[src/rtl/sdiv_pkg.sv]
`timescale 1ns/1ps
package sdiv_pkg;
  typedef enum logic [1:0] {
    ST_IDLE = 2'd0,
    ST_RUN  = 2'd1,
    ST_FIX  = 2'd2
  } dstate_e;
endpackage

[src/rtl/div_operand.sv]
`timescale 1ns/1ps
// Forms the wide dividend and takes magnitudes of both operands.
module div_operand #(
  parameter int XLEN = 32
) (
  input  logic [XLEN-1:0]   hi_half,
  input  logic [XLEN-1:0]   lo_half,
  input  logic [XLEN-1:0]   dsr_raw,
  input  logic              sgn,
  output logic [2*XLEN-1:0] dvd_mag,
  output logic [XLEN-1:0]   dsr_mag,
  output logic              q_neg
);
  localparam int W2 = 2 * XLEN;

  logic [W2-1:0] dvd_raw;
  logic          dvd_neg;
  logic          dsr_neg;

  always_comb begin
    dvd_raw = {hi_half, lo_half};
    dvd_neg = sgn & dvd_raw[W2-1];
    dsr_neg = sgn & dsr_raw[XLEN-1];
    dvd_mag = dvd_neg ? (~dvd_raw + W2'(1)) : dvd_raw;
    dsr_mag = dsr_neg ? (~dsr_raw + XLEN'(1)) : dsr_raw;
    q_neg   = dvd_neg ^ dsr_neg;
  end
endmodule

[src/rtl/div_step.sv]
`timescale 1ns/1ps
// One restoring iteration: shift in a dividend bit, trial subtract, emit a quotient bit.
module div_step #(
  parameter int XLEN = 32
) (
  input  logic [XLEN-1:0]   rem_in,
  input  logic [2*XLEN-1:0] dvd_in,
  input  logic [XLEN-1:0]   dsr,
  output logic [XLEN-1:0]   rem_out,
  output logic [2*XLEN-1:0] dvd_out
);
  localparam int W2 = 2 * XLEN;

  logic [XLEN:0] shifted;
  logic [XLEN:0] diff;
  logic          fits;

  always_comb begin
    shifted = {rem_in, dvd_in[W2-1]};
    diff    = shifted - {1'b0, dsr};
    fits    = ~diff[XLEN];
    rem_out = fits ? diff[XLEN-1:0] : shifted[XLEN-1:0];
    dvd_out = {dvd_in[W2-2:0], fits};
  end
endmodule

[src/rtl/div_resolve.sv]
`timescale 1ns/1ps
// Applies the quotient sign and clamps to the XLEN-bit range of the selected mode.
module div_resolve #(
  parameter int XLEN = 32
) (
  input  logic [2*XLEN-1:0] qmag,
  input  logic              q_neg,
  input  logic              sgn,
  output logic [2*XLEN-1:0] res,
  output logic              sat
);
  localparam int W2 = 2 * XLEN;
  localparam logic [W2-1:0] U_MAX = {{XLEN{1'b0}}, {XLEN{1'b1}}};
  localparam logic [W2-1:0] S_MAX = {{(XLEN+1){1'b0}}, {(XLEN-1){1'b1}}};
  localparam logic [W2-1:0] S_MIN = {{(XLEN+1){1'b1}}, {(XLEN-1){1'b0}}};

  logic hi_any;
  logic top_bit;
  logic low_any;

  always_comb begin
    hi_any  = |qmag[W2-1:XLEN];
    top_bit = qmag[XLEN-1];
    low_any = |qmag[XLEN-2:0];
    if (!sgn) begin
      sat = hi_any;
      res = sat ? U_MAX : qmag;
    end else if (!q_neg) begin
      sat = hi_any | top_bit;
      res = sat ? S_MAX : qmag;
    end else begin
      sat = hi_any | (top_bit & low_any);
      res = sat ? S_MIN : (~qmag + W2'(1));
    end
  end
endmodule

[src/rtl/sat_divider.sv]
`timescale 1ns/1ps
module sat_divider #(
  parameter int XLEN = 32,
  parameter int BPC  = 1
) (
  input  logic              clk,
  input  logic              rst_n,
  input  logic              start,
  input  logic              signed_mode,
  input  logic              set_flags,
  input  logic [XLEN-1:0]   y_in,
  input  logic [XLEN-1:0]   opa,
  input  logic [XLEN-1:0]   divisor,
  output logic              busy,
  output logic              done,
  output logic [2*XLEN-1:0] result,
  output logic              result_we,
  output logic              div_zero,
  output logic              ovf_flag,
  output logic              carry_flag
);
  import sdiv_pkg::*;

  localparam int W2    = 2 * XLEN;
  localparam int ITER  = W2 / BPC;
  localparam int CNT_W = (ITER > 1) ? $clog2(ITER) : 1;
  localparam logic [CNT_W-1:0] LAST = CNT_W'(ITER - 1);

  dstate_e          st_q, st_d;
  logic [CNT_W-1:0] cnt_q, cnt_d;
  logic [XLEN-1:0]  rem_q, rem_d;
  logic [W2-1:0]    dvd_q, dvd_d;
  logic [XLEN-1:0]  dsr_q, dsr_d;
  logic             neg_q, neg_d;
  logic             sgn_q, sgn_d;
  logic             setf_q, setf_d;
  logic             zero_q, zero_d;
  logic [W2-1:0]    res_q, res_d;
  logic             done_q, done_d;
  logic             we_q, we_d;
  logic             dz_q, dz_d;
  logic             ovf_q, ovf_d;
  logic             op_en;

  logic [W2-1:0]    op_dvd_mag;
  logic [XLEN-1:0]  op_dsr_mag;
  logic             op_neg;
  logic [W2-1:0]    fix_res;
  logic             fix_sat;

  logic [XLEN-1:0]  rem_c [BPC+1];
  logic [W2-1:0]    dvd_c [BPC+1];

  div_operand #(.XLEN(XLEN)) u_opnd (
    .hi_half (y_in),
    .lo_half (opa),
    .dsr_raw (divisor),
    .sgn     (signed_mode),
    .dvd_mag (op_dvd_mag),
    .dsr_mag (op_dsr_mag),
    .q_neg   (op_neg)
  );

  assign rem_c[0] = rem_q;
  assign dvd_c[0] = dvd_q;

  for (genvar g = 0; g < BPC; g++) begin : g_step
    div_step #(.XLEN(XLEN)) u_step (
      .rem_in  (rem_c[g]),
      .dvd_in  (dvd_c[g]),
      .dsr     (dsr_q),
      .rem_out (rem_c[g+1]),
      .dvd_out (dvd_c[g+1])
    );
  end

  div_resolve #(.XLEN(XLEN)) u_res (
    .qmag  (dvd_q),
    .q_neg (neg_q),
    .sgn   (sgn_q),
    .res   (fix_res),
    .sat   (fix_sat)
  );

  assign op_en = (st_q == ST_IDLE) && start;

  // Next-state logic
  always_comb begin
    st_d   = st_q;
    cnt_d  = cnt_q;
    rem_d  = rem_q;
    dvd_d  = dvd_q;
    dsr_d  = dsr_q;
    neg_d  = neg_q;
    sgn_d  = sgn_q;
    setf_d = setf_q;
    zero_d = zero_q;
    res_d  = res_q;
    done_d = 1'b0;
    we_d   = 1'b0;
    dz_d   = 1'b0;
    ovf_d  = 1'b0;
    case (st_q)
      ST_IDLE: begin
        if (op_en) begin
          dvd_d  = op_dvd_mag;
          dsr_d  = op_dsr_mag;
          neg_d  = op_neg;
          sgn_d  = signed_mode;
          setf_d = set_flags;
          rem_d  = '0;
          cnt_d  = '0;
          zero_d = (divisor == '0);
          st_d   = (divisor == '0) ? ST_FIX : ST_RUN;
        end
      end
      ST_RUN: begin
        rem_d = rem_c[BPC];
        dvd_d = dvd_c[BPC];
        cnt_d = cnt_q + CNT_W'(1);
        if (cnt_q == LAST) st_d = ST_FIX;
      end
      ST_FIX: begin
        done_d = 1'b1;
        st_d   = ST_IDLE;
        if (zero_q) begin
          dz_d = 1'b1;
        end else begin
          res_d = fix_res;
          we_d  = 1'b1;
          ovf_d = setf_q & fix_sat;
        end
      end
      default: st_d = ST_IDLE;
    endcase
  end

  // Registers
  always_ff @(posedge clk or negedge rst_n) begin
    if (!rst_n) begin
      st_q   <= ST_IDLE;
      cnt_q  <= '0;
      rem_q  <= '0;
      dvd_q  <= '0;
      dsr_q  <= '0;
      neg_q  <= 1'b0;
      sgn_q  <= 1'b0;
      setf_q <= 1'b0;
      zero_q <= 1'b0;
      res_q  <= '0;
      done_q <= 1'b0;
      we_q   <= 1'b0;
      dz_q   <= 1'b0;
      ovf_q  <= 1'b0;
    end else begin
      st_q   <= st_d;
      cnt_q  <= cnt_d;
      rem_q  <= rem_d;
      dvd_q  <= dvd_d;
      dsr_q  <= dsr_d;
      neg_q  <= neg_d;
      sgn_q  <= sgn_d;
      setf_q <= setf_d;
      zero_q <= zero_d;
      res_q  <= res_d;
      done_q <= done_d;
      we_q   <= we_d;
      dz_q   <= dz_d;
      ovf_q  <= ovf_d;
    end
  end

  assign busy       = (st_q != ST_IDLE);
  assign done       = done_q;
  assign result     = res_q;
  assign result_we  = we_q;
  assign div_zero   = dz_q;
  assign ovf_flag   = ovf_q;
  assign carry_flag = 1'b0;


  done_pulse_chk: assert property (@(posedge clk) disable iff (!rst_n)
    done |=> !done);


  done_idle_chk: assert property (@(posedge clk) disable iff (!rst_n)
    done |-> !busy);


  hold_operand_chk: assert property (@(posedge clk) disable iff (!rst_n)
    (busy && $past(busy)) |-> ($stable(dsr_q) && $stable(sgn_q)));


  zero_nowrite_chk: assert property (@(posedge clk) disable iff (!rst_n)
    (done && div_zero) |-> (!result_we && !ovf_flag));


  zero_hold_chk: assert property (@(posedge clk) disable iff (!rst_n)
    (done && div_zero) |-> $stable(result));


  unsigned_range_chk: assert property (@(posedge clk) disable iff (!rst_n)
    (done && result_we && !sgn_q) |-> (result[W2-1:XLEN] == '0));


  signed_range_chk: assert property (@(posedge clk) disable iff (!rst_n)
    (done && result_we && sgn_q) |->
      ((result[W2-1:XLEN-1] == '0) || (result[W2-1:XLEN-1] == '1)));


  no_flag_chk: assert property (@(posedge clk) disable iff (!rst_n)
    (done && !setf_q) |-> !ovf_flag);
endmodule

[config.mk]
export PLATFORM = sky130hd
export DESIGN_NAME = sat_divider
export DESIGN_NICKNAME = d
export VERILOG_FILES = /design/src/rtl/sdiv_pkg.sv /design/src/rtl/div_operand.sv /design/src/rtl/div_step.sv /design/src/rtl/div_resolve.sv /design/src/rtl/sat_divider.sv
export SDC_FILE = /design/constraint.sdc
export NUM_CORES = 1
export LEC_CHECK = 0
export BUFFER_PORTS_ARGS = -buffer_cell sky130_fd_sc_hd__buf_4
export CORE_ASPECT_RATIO = 1.5
export CORE_MARGIN = 1
export CORE_UTILIZATION = 53
export CTS_CLUSTER_DIAMETER = 30
export DETAILED_ROUTE_END_ITERATION = 16
export HOLD_SLACK_MARGIN = 0.03
export PLACE_DENSITY_LB_ADDON = 0.12
export SKIP_LAST_GASP = 1
export SYNTH_ARGS = -nofsm -noshare
export SYNTH_HDL_FRONTEND = slang
export SYNTH_SLANG_ARGS = --single-unit
[constraint.sdc]
create_clock -name clk -period 3.3 [get_ports clk]
set_input_delay 0.99 -clock clk [delete_from_list [all_inputs] [get_ports clk]]
set_output_delay 0.99 -clock clk [all_outputs]
set_load 0.05 [all_outputs]
==> key figures <==
Synthesis
  • Commonest cells in the netlist: dfrtp_1 (208), nand2_1 (200), nor2_1 (122), o21ai_0 (119), a21oi_1 (116)
  • Cells after Synth: 1551
  • Post-synthesis sequential area ratio: 39.4%
  • Synth Flop Type: dfrtp_1
  • Most numerous cell in the Yosys netlist: dfrtp_1
  • Top cell type's share of synthesized area: 39.4%
  • #FFs+latches synth: 208
  • Async SR Flop Fraction: 100%
  • YS warnings: 0
  • Mapped Area: 13200 um2
  • Synth cell types: 80
  • Leading post-synthesis cells by cell area: dfrtp_1 (39%), nand2_1 (5.7%), o21ai_0 (4.5%), a21oi_1 (4.4%), xnor2_1 (4.2%)
  • Syn_area_per_cell: 8.51 um2
  • Syn Nets: 1689
  • Synth area leader: dfrtp_1
  • Number of synthesized flops with an enable pin: 0

Route
  • Average wire per standard cell: 18.5 um
  • Final wirelength: 39500 um
  • Initial DRC Count: 750
  • Residual DRC: 0
  • Total vias in the final route: 12685
  • Vias per Instance: 5.95
  • ANT nets after route: 0
  • DR pass1 iterations: 5

Clocking
  • Clk Latency, worst-skew pair: 530 ps
  • Clk sinks: 208
  • H-tree levels: 2
  • CTS tree: done
  • Clock buffer count from CTS: 38
  • Clock root buffer master: clkbuf_16
  • Worst-path clk slew: 50 ps
  • CTS Buffer Depth: 3

Power and ir drop
  • Power density over the cells: 1030 nW/um2
  • P_sw: 7.09 mW
  • Cell internal pwr: 10.2 mW
  • Logic pwr share: 51.2%
  • Clock power share: 23.0%
  • VDD IR max: 691 uV
  • Leakage: 7.60 nW
  • Sw frac: 41.0%
  • Sequential power share: 25.8%
  • Power, Total: 17.3 mW

Layout
  • Reg area: 5200 um2
  • Fin nets: 1915
  • Fill cell count: 2040
  • Combined area of the multi-input logic cells: 7440 um2
  • Number of diodes: 0
  • Util after Layout: 68.6%
  • Share of post-route cells with drive strength above 1: 21.4%
  • Area grow syn2layout: 27.0%

Timing
  • Worst Tran Pin Value: 1060 ps
  • Endpoints failing setup: 0
  • Worst Hold Slack: 449 ps
  • RSZ-0062 raised after global routing: yes
  • Fmax: 310 MHz
  • Final Hold Viols: 0
  • Worst slew margin: 29.3%
  • Tcrit/Tclk final: 97.7%
  • Setup TNS: 0 ps
  • Clk_skew: 21.2 ps
  • Final min period: 3220 ps
  • Pins Over Slew Limit: 0

Run status
  • Status: finished clean

Placed design
  • PortBufs: 169
  • Detailed placement HPWL: 28900 um
  • Gpl congestion: 0.942

Hold path
  • Worst min path class: in -> async

Global routing
  • Vias in the first global route: 12680
  • GRT Overall Usage: 31.6%
  • Pin count of the biggest net entering global routing: 64
  • Congestion Overflow GR: 0
  • First-pass GRT wire length: 63100 um
  • Initial antenna violation count: 1

Setup path
  • Worst r2r src: dvd_q[63]
  • Worst path cell trace: inv_2 -> ha_2 -> inv_1 -> fa_2 -> a211oi_2 -> o21ai_2 -> o31ai_2 -> buf_4 -> o31ai_4 -> a41oi_4 -> o21ai_4 -> xor2_4 -> buf_12 -> clkbuf_16 -> mux2i_1 -> o21ai_1
  • Startpoint Class: flip-flop
  • CP max stage delay: 380 ps
  • Worst setup path startpoint: dvd_q[63]
  • WP data required: 3670 ps
  • Crit path max-delay cell type: dfrtp_1
  • CP Max Fanout: 6
  • Critical path class: reg -> reg
  • Crit end category: flip-flop
  • Worst endpoint data arrival time: 3600 ps

Die
  • Die Ht: 195 um
  • Site Rows: 70
  • Die area: 25500 um2
  • # IOs: 171
  • Initial Utilization: 54.0%
  • Width of the die: 131 um
  • Core box area: 24400 um2

Flow run
  • MaxCap Viol Count: 0
[cell usage in the layout (no fill, tap or decap), types with 6 or more instances in the layout]
cell type	n
xnor2_1	63
clkbuf_16	42
a22oi_1	36
nor3_1	28
o211ai_1	7
and3_1	12
o21a_1	7
o32ai_1	9
inv_1	57
nor2_1	120
o21ai_0	118
nor4_1	17
nand4_1	7
nor3_2	6
dfrtp_1	208
mux2i_1	26
o21bai_1	6
and2_1	9
o41ai_1	9
a21oi_1	116
o22ai_1	56
o31ai_1	18
buf_12	8
or4_1	12
a21o_1	16
o21ai_1	59
nand3_1	17
buf_4	264
a31oi_1	12
clkinv_2	6
ha_1	35
or3_1	23
xor2_1	61
nand2b_1	11
nand2_1	200
[power groups by stage]
stage | combinational, mW | sequential, mW | clock, mW
3_5_place_dp | 8.15 | 4.46 | 0
5_1_grt | 9.68 | 4.59 | 4.15
6_report | 8.86 | 4.46 | 3.98
2_1_floorplan | 5.95 | 4.39 | 0
4_1_cts | 8.61 | 4.44 | 4.03
3_3_place_gp | 7.94 | 4.44 | 0
[worst paths after layout]
check                      depth (start not counted)  slack, ps          to
min in group clk                                   2        470  result[32]
max in group asynchronous                          2       2070    dsr_q[5]
max reg2reg                                       16         80   rem_q[13]
max                                               16         80   rem_q[13]
min reg2reg                                        2        470  result[32]
min                                                1        450  result[50]
[area by class of cell]
type,instances,share of cell area (%)
clock buffer,50,6.56
clock inverter,20,1.31
inverter,58,1.30
multi-input combinational,1197,44.4
sequential,208,31.0
tap,324,2.42
timing repair buffer,274,13.0
[critical path, delay by kind of cell, from the launching register on]
| family | cells | cell delay, ps |
|---|---|---|
| adder cells (fa/ha/maj) | 2 | 510 |
| flip-flops | 1 | 380 |
| buffers and inverters | 5 | 610 |
| XOR/XNOR | 1 | 260 |
| AO/OA/AOI/OAI | 7 | 1110 |
| multiplexers | 1 | 200 |
[flip-flops by register name (all words and copies together) (netlist names), 2 cells and up]
| signal | count |
|---|---|
| dsr_q | 32 |
| dvd_q | 64 |
| cnt_q | 6 |
| st_q | 2 |
| rem_q | 32 |
| result | 64 |
[through the flow]
step	setup slack, ps	cell area, um2	instances
final	75.3	16800	2131
after global routing	-24.2	16800	2131
after CTS	8.09	16700	2124
after detailed placement	-101	15300	2051
after global placement	-72.7	15300	2051
after floorplan	167	13200	1551
[cells by family after synthesis]
group,after synthesis,synth area share (%)
adder cells (fa/ha/maj),37,3.57
multiplexers,27,2.05
AO/OA/AOI/OAI,510,23.8
buffers and inverters,146,4.60
flip-flops,208,39.4
XOR/XNOR,125,8.44
other,1,0.0284
AND/OR/NAND/NOR,497,18.1
[metal layers]
metal	GRT usage, %	wire (um)	up-vias
li1	-	-	6033
met1	34.1	14400	6061
met2	57.6	21000	443
met3	4.38	1950	146
met4	18.1	2190	2
met5	0	11	-
[repair_timing]
| action | in CTS | in global routing |
|---|---|---|
| gates cloned | 1 | 1 |
| resized for setup | 2 | 5 |
| pin swaps | 3 | 5 |
| buffers inserted | 2 | 7 |
| hold buffers | 0 | 0 |
| setup endpoints to repair | 26 | 44 |
Power figures use the tool's default switching activity.
